$ cat src/rtl/evt_timer_pkg.sv
package evt_timer_pkg;

    typedef enum logic [1:0] {
        EDGE_FALL = 2'b00,
        EDGE_RISE = 2'b01,
        EDGE_BOTH = 2'b10,
        EDGE_NONE = 2'b11
    } edge_mode_e;

    localparam logic [1:0] OPMODE_EVENT = 2'b01;

    // Cascade partner: one index below, wrapping inside the group.
    function automatic int casc_partner(input int idx, input int grp_sz);
        return ((idx % grp_sz) == 0) ? (idx + grp_sz - 1) : (idx - 1);
    endfunction

endpackage

$ cat src/rtl/evt_pin_sync.sv
module evt_pin_sync (
    input  logic clk,
    input  logic rst_n,
    input  logic pin_async,
    output logic pin_rise,
    output logic pin_fall
);

    typedef struct packed {
        logic meta;
        logic sync;
        logic prev;
    } sync_state_t;

    sync_state_t st_d, st_q;

    always_comb begin
        st_d      = st_q;
        st_d.meta = pin_async;
        st_d.sync = st_q.meta;
        st_d.prev = st_q.sync;
    end

    always_ff @(posedge clk or negedge rst_n) begin
        if (!rst_n) st_q <= '0;
        else        st_q <= st_d;
    end

    assign pin_rise = st_q.sync & ~st_q.prev;
    assign pin_fall = ~st_q.sync & st_q.prev;


    edge_follows_sync_chk: assert property (@(posedge clk) disable iff (!rst_n)
        pin_rise |-> $past(st_q.meta));

endmodule

$ cat src/rtl/evt_channel.sv
module evt_channel
    import evt_timer_pkg::*;
#(
    parameter int CNT_W = 16
) (
    input  logic             clk,
    input  logic             rst_n,
    input  logic             run,
    input  logic [1:0]       op_mode,
    input  logic [1:0]       edge_mode,
    input  logic             src_casc,
    input  logic             pin_rise,
    input  logic             pin_fall,
    input  logic             casc_in,
    input  logic             wr_en,
    input  logic [CNT_W-1:0] wr_data,
    output logic [CNT_W-1:0] cnt_o,
    output logic             uf_o
);

    typedef struct packed {
        logic [CNT_W-1:0] cnt;
        logic [CNT_W-1:0] reload;
        logic             seen;
        logic             uf;
    } chan_state_t;

    chan_state_t st_d, st_q;
    logic        edge_hit;
    logic        evt;
    logic        early;

    always_comb begin
        unique case (edge_mode_e'(edge_mode))
            EDGE_FALL: edge_hit = pin_fall;
            EDGE_RISE: edge_hit = pin_rise;
            EDGE_BOTH: edge_hit = pin_rise | pin_fall;
            default:   edge_hit = 1'b0;
        endcase
    end

    assign evt   = run && (op_mode == OPMODE_EVENT) && (src_casc ? casc_in : edge_hit);
    assign early = !(run && st_q.seen);

    always_comb begin
        st_d    = st_q;
        st_d.uf = 1'b0;
        if (evt) begin
            st_d.seen = 1'b1;
            if (st_q.cnt == '0) begin
                st_d.cnt = st_q.reload;
                st_d.uf  = 1'b1;
            end else begin
                st_d.cnt = st_q.cnt - 1'b1;
            end
        end
        if (!run) begin
            st_d.seen = 1'b0;
        end
        if (wr_en) begin
            st_d.reload = wr_data;
            if (early) begin
                st_d.cnt = wr_data;
                st_d.uf  = 1'b0;
            end
        end
    end

    always_ff @(posedge clk or negedge rst_n) begin
        if (!rst_n) st_q <= '0;
        else        st_q <= st_d;
    end

    assign cnt_o = st_q.cnt;
    assign uf_o  = st_q.uf;


    decrement_chk: assert property (@(posedge clk) disable iff (!rst_n)
        (evt && st_q.cnt != '0 && !wr_en) |=> (st_q.cnt == $past(st_q.cnt) - 1'b1));


    reload_on_wrap_chk: assert property (@(posedge clk) disable iff (!rst_n)
        (evt && st_q.cnt == '0 && !wr_en) |=> (st_q.cnt == $past(st_q.reload) && uf_o));


    early_write_chk: assert property (@(posedge clk) disable iff (!rst_n)
        (wr_en && early) |=> (st_q.cnt == $past(wr_data) && st_q.reload == $past(wr_data)));


    late_write_chk: assert property (@(posedge clk) disable iff (!rst_n)
        (wr_en && !early && !evt) |=> (st_q.cnt == $past(st_q.cnt) && st_q.reload == $past(wr_data)));


    hold_when_stopped_chk: assert property (@(posedge clk) disable iff (!rst_n)
        (!run && !wr_en) |=> $stable(st_q.cnt));


    seen_clear_chk: assert property (@(posedge clk) disable iff (!rst_n)
        !run |=> !st_q.seen);

endmodule

$ cat src/rtl/evt_timer_bank.sv
module evt_timer_bank
    import evt_timer_pkg::*;
#(
    parameter int CNT_W    = 16,
    parameter int GROUPS   = 2,
    parameter int GROUP_SZ = 3,
    localparam int NCH     = GROUPS * GROUP_SZ,
    localparam int SEL_W   = (NCH > 1) ? $clog2(NCH) : 1
) (
    input  logic                  clk,
    input  logic                  rst_n,
    input  logic [NCH-1:0]        ext_in,
    input  logic [NCH-1:0]        run,
    input  logic [NCH-1:0][1:0]   op_mode,
    input  logic [NCH-1:0][1:0]   edge_mode,
    input  logic [NCH-1:0]        src_casc,
    input  logic                  wr_en,
    input  logic [SEL_W-1:0]      wr_sel,
    input  logic [CNT_W-1:0]      wr_data,
    input  logic [SEL_W-1:0]      rd_sel,
    output logic [CNT_W-1:0]      rd_data,
    output logic [NCH-1:0]        irq
);

    logic [NCH-1:0]            rise;
    logic [NCH-1:0]            fall;
    logic [NCH-1:0]            uf;
    logic [NCH-1:0][CNT_W-1:0] cnt;

    for (genvar g = 0; g < NCH; g++) begin : g_ch
        localparam int PARTNER = casc_partner(g, GROUP_SZ);
        logic wr_hit;

        assign wr_hit = wr_en && (int'(wr_sel) == g);

        evt_pin_sync u_sync (
            .clk       (clk),
            .rst_n     (rst_n),
            .pin_async (ext_in[g]),
            .pin_rise  (rise[g]),
            .pin_fall  (fall[g])
        );

        evt_channel #(.CNT_W(CNT_W)) u_chan (
            .clk       (clk),
            .rst_n     (rst_n),
            .run       (run[g]),
            .op_mode   (op_mode[g]),
            .edge_mode (edge_mode[g]),
            .src_casc  (src_casc[g]),
            .pin_rise  (rise[g]),
            .pin_fall  (fall[g]),
            .casc_in   (uf[PARTNER]),
            .wr_en     (wr_hit),
            .wr_data   (wr_data),
            .cnt_o     (cnt[g]),
            .uf_o      (uf[g])
        );
    end

    always_comb begin
        rd_data = '0;
        if (int'(rd_sel) < NCH) begin
            rd_data = cnt[rd_sel];
        end
    end

    assign irq = uf;


    irq_needs_run_chk: assert property (@(posedge clk) disable iff (!rst_n)
        ((irq & ~$past(run)) == '0));

endmodule

$ cat config.mk
export PLATFORM = sky130hd
export DESIGN_NAME = evt_timer_bank
export DESIGN_NICKNAME = d
export VERILOG_FILES = /design/src/rtl/evt_timer_pkg.sv /design/src/rtl/evt_pin_sync.sv /design/src/rtl/evt_channel.sv /design/src/rtl/evt_timer_bank.sv
export SDC_FILE = /design/constraint.sdc
export NUM_CORES = 1
export LEC_CHECK = 0
export ABC_AREA = 1
export BUFFER_PORTS_ARGS = -buffer_cell sky130_fd_sc_hd__clkbuf_2
export CELL_PAD_IN_SITES_DETAIL_PLACEMENT = 0
export CELL_PAD_IN_SITES_GLOBAL_PLACEMENT = 1
export CORE_ASPECT_RATIO = 0.9
export CORE_MARGIN = 2
export CORE_UTILIZATION = 40
export DETAILED_ROUTE_END_ITERATION = 12
export HOLD_SLACK_MARGIN = 0.05
export PLACE_DENSITY_LB_ADDON = 0.1
export SYNTH_ARGS = -nofsm -noshare
export SYNTH_HDL_FRONTEND = slang
export SYNTH_HIERARCHICAL = 1
export SYNTH_SLANG_ARGS = --single-unit
$ cat constraint.sdc
create_clock -name clk -period 3.4 [get_ports clk]
set_input_delay 0.34 -clock clk [delete_from_list [all_inputs] [get_ports clk]]
set_output_delay 0.34 -clock clk [all_outputs]
set_load 0.05 [all_outputs]
Word-level counts from Yosys, hierarchy flattened
Index checks and enable logic that the tools add are counted.
{"block": "totals", "word_cells": 215, "output_inout_bits": 22, "ramBits": 0, "rom_bits": 0, "latch_bits": 0, "in_bits": 67, "register_bits": 222, "memories": 0}
{"block": "classes", "mul": 0, "eq_ne": 29, "magnitude_cmp": 2, "div": 0, "mux": 69, "n_reduce_logical": 37, "bitwise_logic": 30, "n_addsub": 6, "n_shift": 0}
{"cell": "16-bit 2-to-1 mux", "n": 20}
{"cell": "32-bit 2-to-1 mux", "n": 6}
{"cell": "16-bit logical NOT", "n": 6}
{"cell": "16-bit by 1-bit subtractor with 16-bit output, second input constant", "n": 6}
{"cell": "16-bit binary-select mux with 3-bit select", "n": 1}
{"cell": "1-bit 2-to-1 mux", "n": 30}
{"cell": "2-bit by 1-bit equality test with 1-bit output, second input constant", "n": 12}
{"cell": "1-bit logical AND", "n": 24}
{"cell": "1-bit case mux with 3 select lines", "n": 6}
{"cell": "1-bit AND", "n": 12}
{"cell": "2-bit equality test, second input constant", "n": 6}
{"cell": "3-bit equality test, second input constant", "n": 4}
{"cell": "2-bit logical NOT", "n": 6}
{"cell": "2-bit 2-to-1 mux", "n": 6}
{"cell": "2-bit by 1-bit != test with 1-bit output, second input constant", "n": 6}
{"cell": "1-bit NOT", "n": 12}
{"cell": "1-bit bitwise OR", "n": 6}
{"cell": "3-bit by 4-bit less-than comparator with 1-bit output, second input constant", "n": 1}
{"cell": "3-bit by 2-bit equality test with 1-bit output, second input constant", "n": 1}
{"cell": "3-bit logical NOT", "n": 1}
{"cell": "3-bit less-than comparator, second input constant", "n": 1}

Longest topological paths before layout
{"block": "depth", "word_depth": 9, "ltp_mapped": 12}

Cells and area by module
The synthesis kept the hierarchy.
{"mod": "evt_channel (g_ch[3].u_chan ...)", "n_inst": 3, "seq_area_each_um2": 850.8, "cells_per_inst": 334, "area_per_inst_um2": 2362.3}
{"mod": "evt_channel (g_ch[0].u_chan ...)", "n_inst": 3, "seq_area_each_um2": 850.8, "cells_per_inst": 332, "area_per_inst_um2": 2312.2}
{"mod": "evt_timer_bank", "n_inst": 1, "seq_area_each_um2": 0.0, "cells_per_inst": 307, "area_per_inst_um2": 1251.2}
{"mod": "evt_pin_sync", "n_inst": 6, "seq_area_each_um2": 75.1, "cells_per_inst": 7, "area_per_inst_um2": 90.1}

Least setup slack after synthesis
OpenSTA, ideal clock, no wires.
{"block": "synth_timing", "kind": "register -> register", "from": "register g_ch[2].u_chan.st_q, in the netlist g_ch[2].u_chan/uf_o", "to": "register g_ch[0].u_chan.st_q, in the netlist g_ch[0].u_chan/cnt_o[7]", "arrival_time_ns": 1.518, "slack_ns": 1.755, "n_path_buf": 1, "path_stages_with_launch": 9, "required_time_ns": 3.273, "setup_time_ns": 0.127, "path_cell_list": "dfrtp_1 -> inv_1 -> nand2_1 -> nand3_1 -> a21oi_1 -> buf_4 -> nand2_1 -> a21oi_1 -> a21oi_1"}
{"element": "start: declaration", "line_no": "evt_channel.sv:28", "rtl": "chan_state_t st_d, st_q;"}
{"element": "start signal: assignment", "line_no": "evt_channel.sv:71", "rtl": "else st_q <= st_d;"}
{"element": "end signal: assignment", "line_no": "evt_channel.sv:71"}
{"element": "end: declaration", "line_no": "evt_channel.sv:28"}

Final worst setup path
{"block": "layout_timing", "from": "input port rd_sel[1]", "to": "output port rd_data[9]"}
{"block": "layout_between", "elab_chain_len": 3, "elab_cells_between_ends": 4}
{"element": "start: declaration", "line_no": "evt_timer_bank.sv:20", "rtl": "input logic [SEL_W-1:0] rd_sel,"}
{"element": "16-bit binary-select mux with 3-bit select", "line_no": "evt_timer_bank.sv:64", "rtl": "rd_data = cnt[rd_sel];"}
{"element": "16-bit 2-to-1 mux (not written as such)", "line_no": "evt_timer_bank.sv:64"}
{"element": "16-bit 2-to-1 mux (*)", "line_no": "evt_timer_bank.sv:63", "rtl": "if (int'(rd_sel) < NCH) begin"}
{"element": "end: declaration", "line_no": "evt_timer_bank.sv:21", "rtl": "output logic [CNT_W-1:0] rd_data,"}
Every way passes the cells marked *; elsewhere a longest branch is shown, timed or not. The select of a mux whose other input is x is not followed.

==> results.yml <==
synth:
  ys_seq_elements: 222
  postSynthCellCount: 2347
  synth_area_um2: 15800
  synth-warning-count: 6
  async_reset_ff_share_pct: 100
  synthDistinctLibCells: 34
  synth_seq_area_share_pct: 35.1
  ys.flop_type: "dfrtp_1"
  synth_edf_count: 0
  synth_nets: 2426
  syn_area_per_cell_um2: 6.74
grt:
  grt_start_max_net_pins: 85
  grtUsageTotal_pct: 26.5
  grt_pass1_wl_um: 82700
  grt_overflow: 0
  antenna_found_initial: 0
  grt_pass1_vias: 13900
cts:
  htree_levels: 1
  clkSlewWorstSetupHoldPaths_ns: 0.06
  numCtsBuffers: 29
  cts.sinks: 222
  root_buffer: "clkbuf_16"
  cts_tree: "built"
  cts.hold.buffers_added: 8
  post_cts_buffers: 0
  cts.path.max_buffers: 3
  post_cts_resized: 0
  clock_latency_ns: 0.57
worst_setup_path:
  crit_type: "primary input to output port"
  path_cells: "clkbuf_2 -> inv_1 -> buf_4 -> nand3_1 -> nand2_1 -> clkbuf_2"
  slowest_delay_ns: 0.61
  critPathBufInv: 4
  crit_top_cell: "clkbuf_2"
  crit_slowest_cell: "inv_1"
  cp_data_required_time_ns: 3.06
  start_kind: "primary input"
  critPathTopFamily: "buffers and inverters"
  cp-end-kind: "output port"
  critPathMaxFanout: 23
  crit_arrival_ns: 2.08
floorplanning:
  boundaryPins: 89
  die_h_um: 193
  fp.dieW_um: 214
  die_area_um2: 41100
  initial_utilization_pct: 40.3
  rows: 69
  fp.coreArea_um2: 39200
sta:
  slew_violations: 0
  setup_viol: 0
  hold_ws_ns: 0.147
  worst_clock_skew_ns: 0.0109
  period_needed_ns: 2.42
  grt_setup_unrepaired: "false"
  setup-tns-final_ns: 0
  worstMarginPinSlew_ns: 0.790
  timing.fmax_mhz: 414
  finalCritPeriodShare_pct: 71.0
  finalHoldViolations: 0
  relSlewSlack_pct: 47.3
routing:
  drc: 0
  num_vias: 14500
  drt-total-wl_um: 53500
  vias_per_cell: 5.03
  wl_per_cell_um: 18.6
  drt_pass1_iterations: 5
  detail-route-antenna-nets: 0
  drtIter0Drc: 1199
cells_and_area:
  syn_to_final_growth_pct: 7.84
  fin_util_pct: 43.5
  drive_above_1_share_pct: 14.3
  fin_nets: 2410
  n_antenna_cell: 0
job:
  maxCapViolations: 0
status:
  status: "complete, no violations"
placement:
  dpl.hpwl_um: 37500
  io_buffers: 88
  gp_congestion: 0.917
power_and_ir_drop:
  vdd_ir_drop_max_mv: 0.461
  p_per_area_nw_per_um2: 572
  leakagePower_nw: 8.86
  p_total_mw: 9.76
min_path:
  hp-class: "primary input to register"
==> power breakdown <==
part / total, mW / switching (mW) / internal, mW
sequential: 3.91 / 0.732 / 3.17
combinational: 2.73 / 1.79 / 0.945
clock: 3.13 / 1.24 / 1.88
total: 9.76 / 3.76 / 6.00
==> area by class of cell <==
| class | instances | area [µm²] |
|---|---|---|
| multi-input combinational | 1676 | 8080 |
| timing repair buffer | 121 | 743 |
| inverter | 281 | 1050 |
| clock buffer | 45 | 866 |
| fill | 4238 | 22100 |
| sequential | 222 | 5560 |
| clock inverter | 7 | 90.1 |
| tap | 532 | 666 |
==> worst min-delay path: stages <==
cell	delay [ns]
clkbuf_2	0.09
nand2_1	0.14
nand2_1	0.10
==> placed cells by master (no fill, tap or decap), types with 4 or more instances in the layout <==
cell type,netlist,layout
nand2_1,721,721
nor2_1,307,307
inv_1,277,277
dfrtp_1,222,222
nand3_1,169,169
a21oi_1,138,138
clkbuf_2,0,87
o21ai_0,75,75
nand3_2,42,42
a21oi_2,33,33
nand4_1,30,30
clkbuf_16,0,29
nor2_2,27,27
buf_4,108,23
nand2_2,21,21
nand3b_1,21,21
or2_2,12,12
o21ai_1,12,12
ha_1,12,12
nor2_4,9,9
clkbuf_8,0,8
clkbuf_1,24,8
dlygate4sd3_1,0,8
nor2_8,6,6
nand3_4,6,6
nor3_1,8,6
xor2_1,6,6
inv_2,4,4
==> synth_stat cells, types with 24 or more instances <==
master | n | area (µm²)
a21oi_1 | 138 | 691
a21oi_2 | 33 | 289
buf_4 | 108 | 811
clkbuf_1 | 24 | 90.1
dfrtp_1 | 222 | 5560
inv_1 | 277 | 1040
nand2_1 | 721 | 2710
nand3_1 | 169 | 846
nand3_2 | 42 | 420
nand4_1 | 30 | 188
nor2_1 | 307 | 1150
nor2_2 | 27 | 169
o21ai_0 | 75 | 375
==> metrics by stage <==
stage	instance area, µm²	std cells	setup slack (ns)
after floorplan	15800	2347	1.76
after global placement	16000	2824	0.994
after detailed placement	16000	2824	1.02
after CTS	17100	2884	1.02
after global routing	17100	2884	0.901
final	17100	2884	0.985
==> kinds of logic after synthesis <==
group	Yosys count	share of synthesized area [%]
AO/OA/AOI/OAI	270	9.80
XOR/XNOR	6	0.332
adder cells (fa/ha/maj)	12	0.949
buffers and inverters	449	13.8
flip-flops	222	35.1
AND/OR/NAND/NOR	1388	39.9
==> path summary, 6_finish.rpt <==
check | cells after the start | slack (ns) | to | startpoint
worst min register to register | 0 | 0.35 | g_ch[4].u_sync/st_d[0] | g_ch[4].u_sync/st_d[1]
worst max-delay path | 6 | 0.98 | rd_data[9] | rd_sel[1]
worst min-delay path | 3 | 0.15 | g_ch[1].u_chan/st_q[1] | run[1]
max in group asynchronous | 3 | 2.13 | g_ch[4].u_chan/st_q[17] | rst_n
min in group asynchronous | 2 | 0.37 | g_ch[1].u_sync/st_d[0] | rst_n
worst max register to register | 9 | 1.23 | g_ch[5].u_chan/cnt_o[7] | g_ch[5].u_chan/cnt_o[0]
==> registers in the layout, indices dropped and copies added, names as in the netlist <==
register           count
g_ch.u_sync/st_q       6
g_ch.u_sync/st_d      12
g_ch.u_chan/st_q     102
g_ch.u_chan/cnt_o     96
g_ch.u_chan/uf_o       6
==> metal layers <==
| layer | global-route usage, % | share of wire [%] | wire length, µm |
|---|---|---|---|
| met5 | 0 | 0 | 0 |
| met4 | 7.72 | 3.1 | 1680 |
| met3 | 3.27 | 4.6 | 2450 |
| met2 | 42.2 | 44 | 23800 |
| met1 | 37.6 | 48 | 25600 |
No activity file was read; power rests on OpenSTA's default activity.
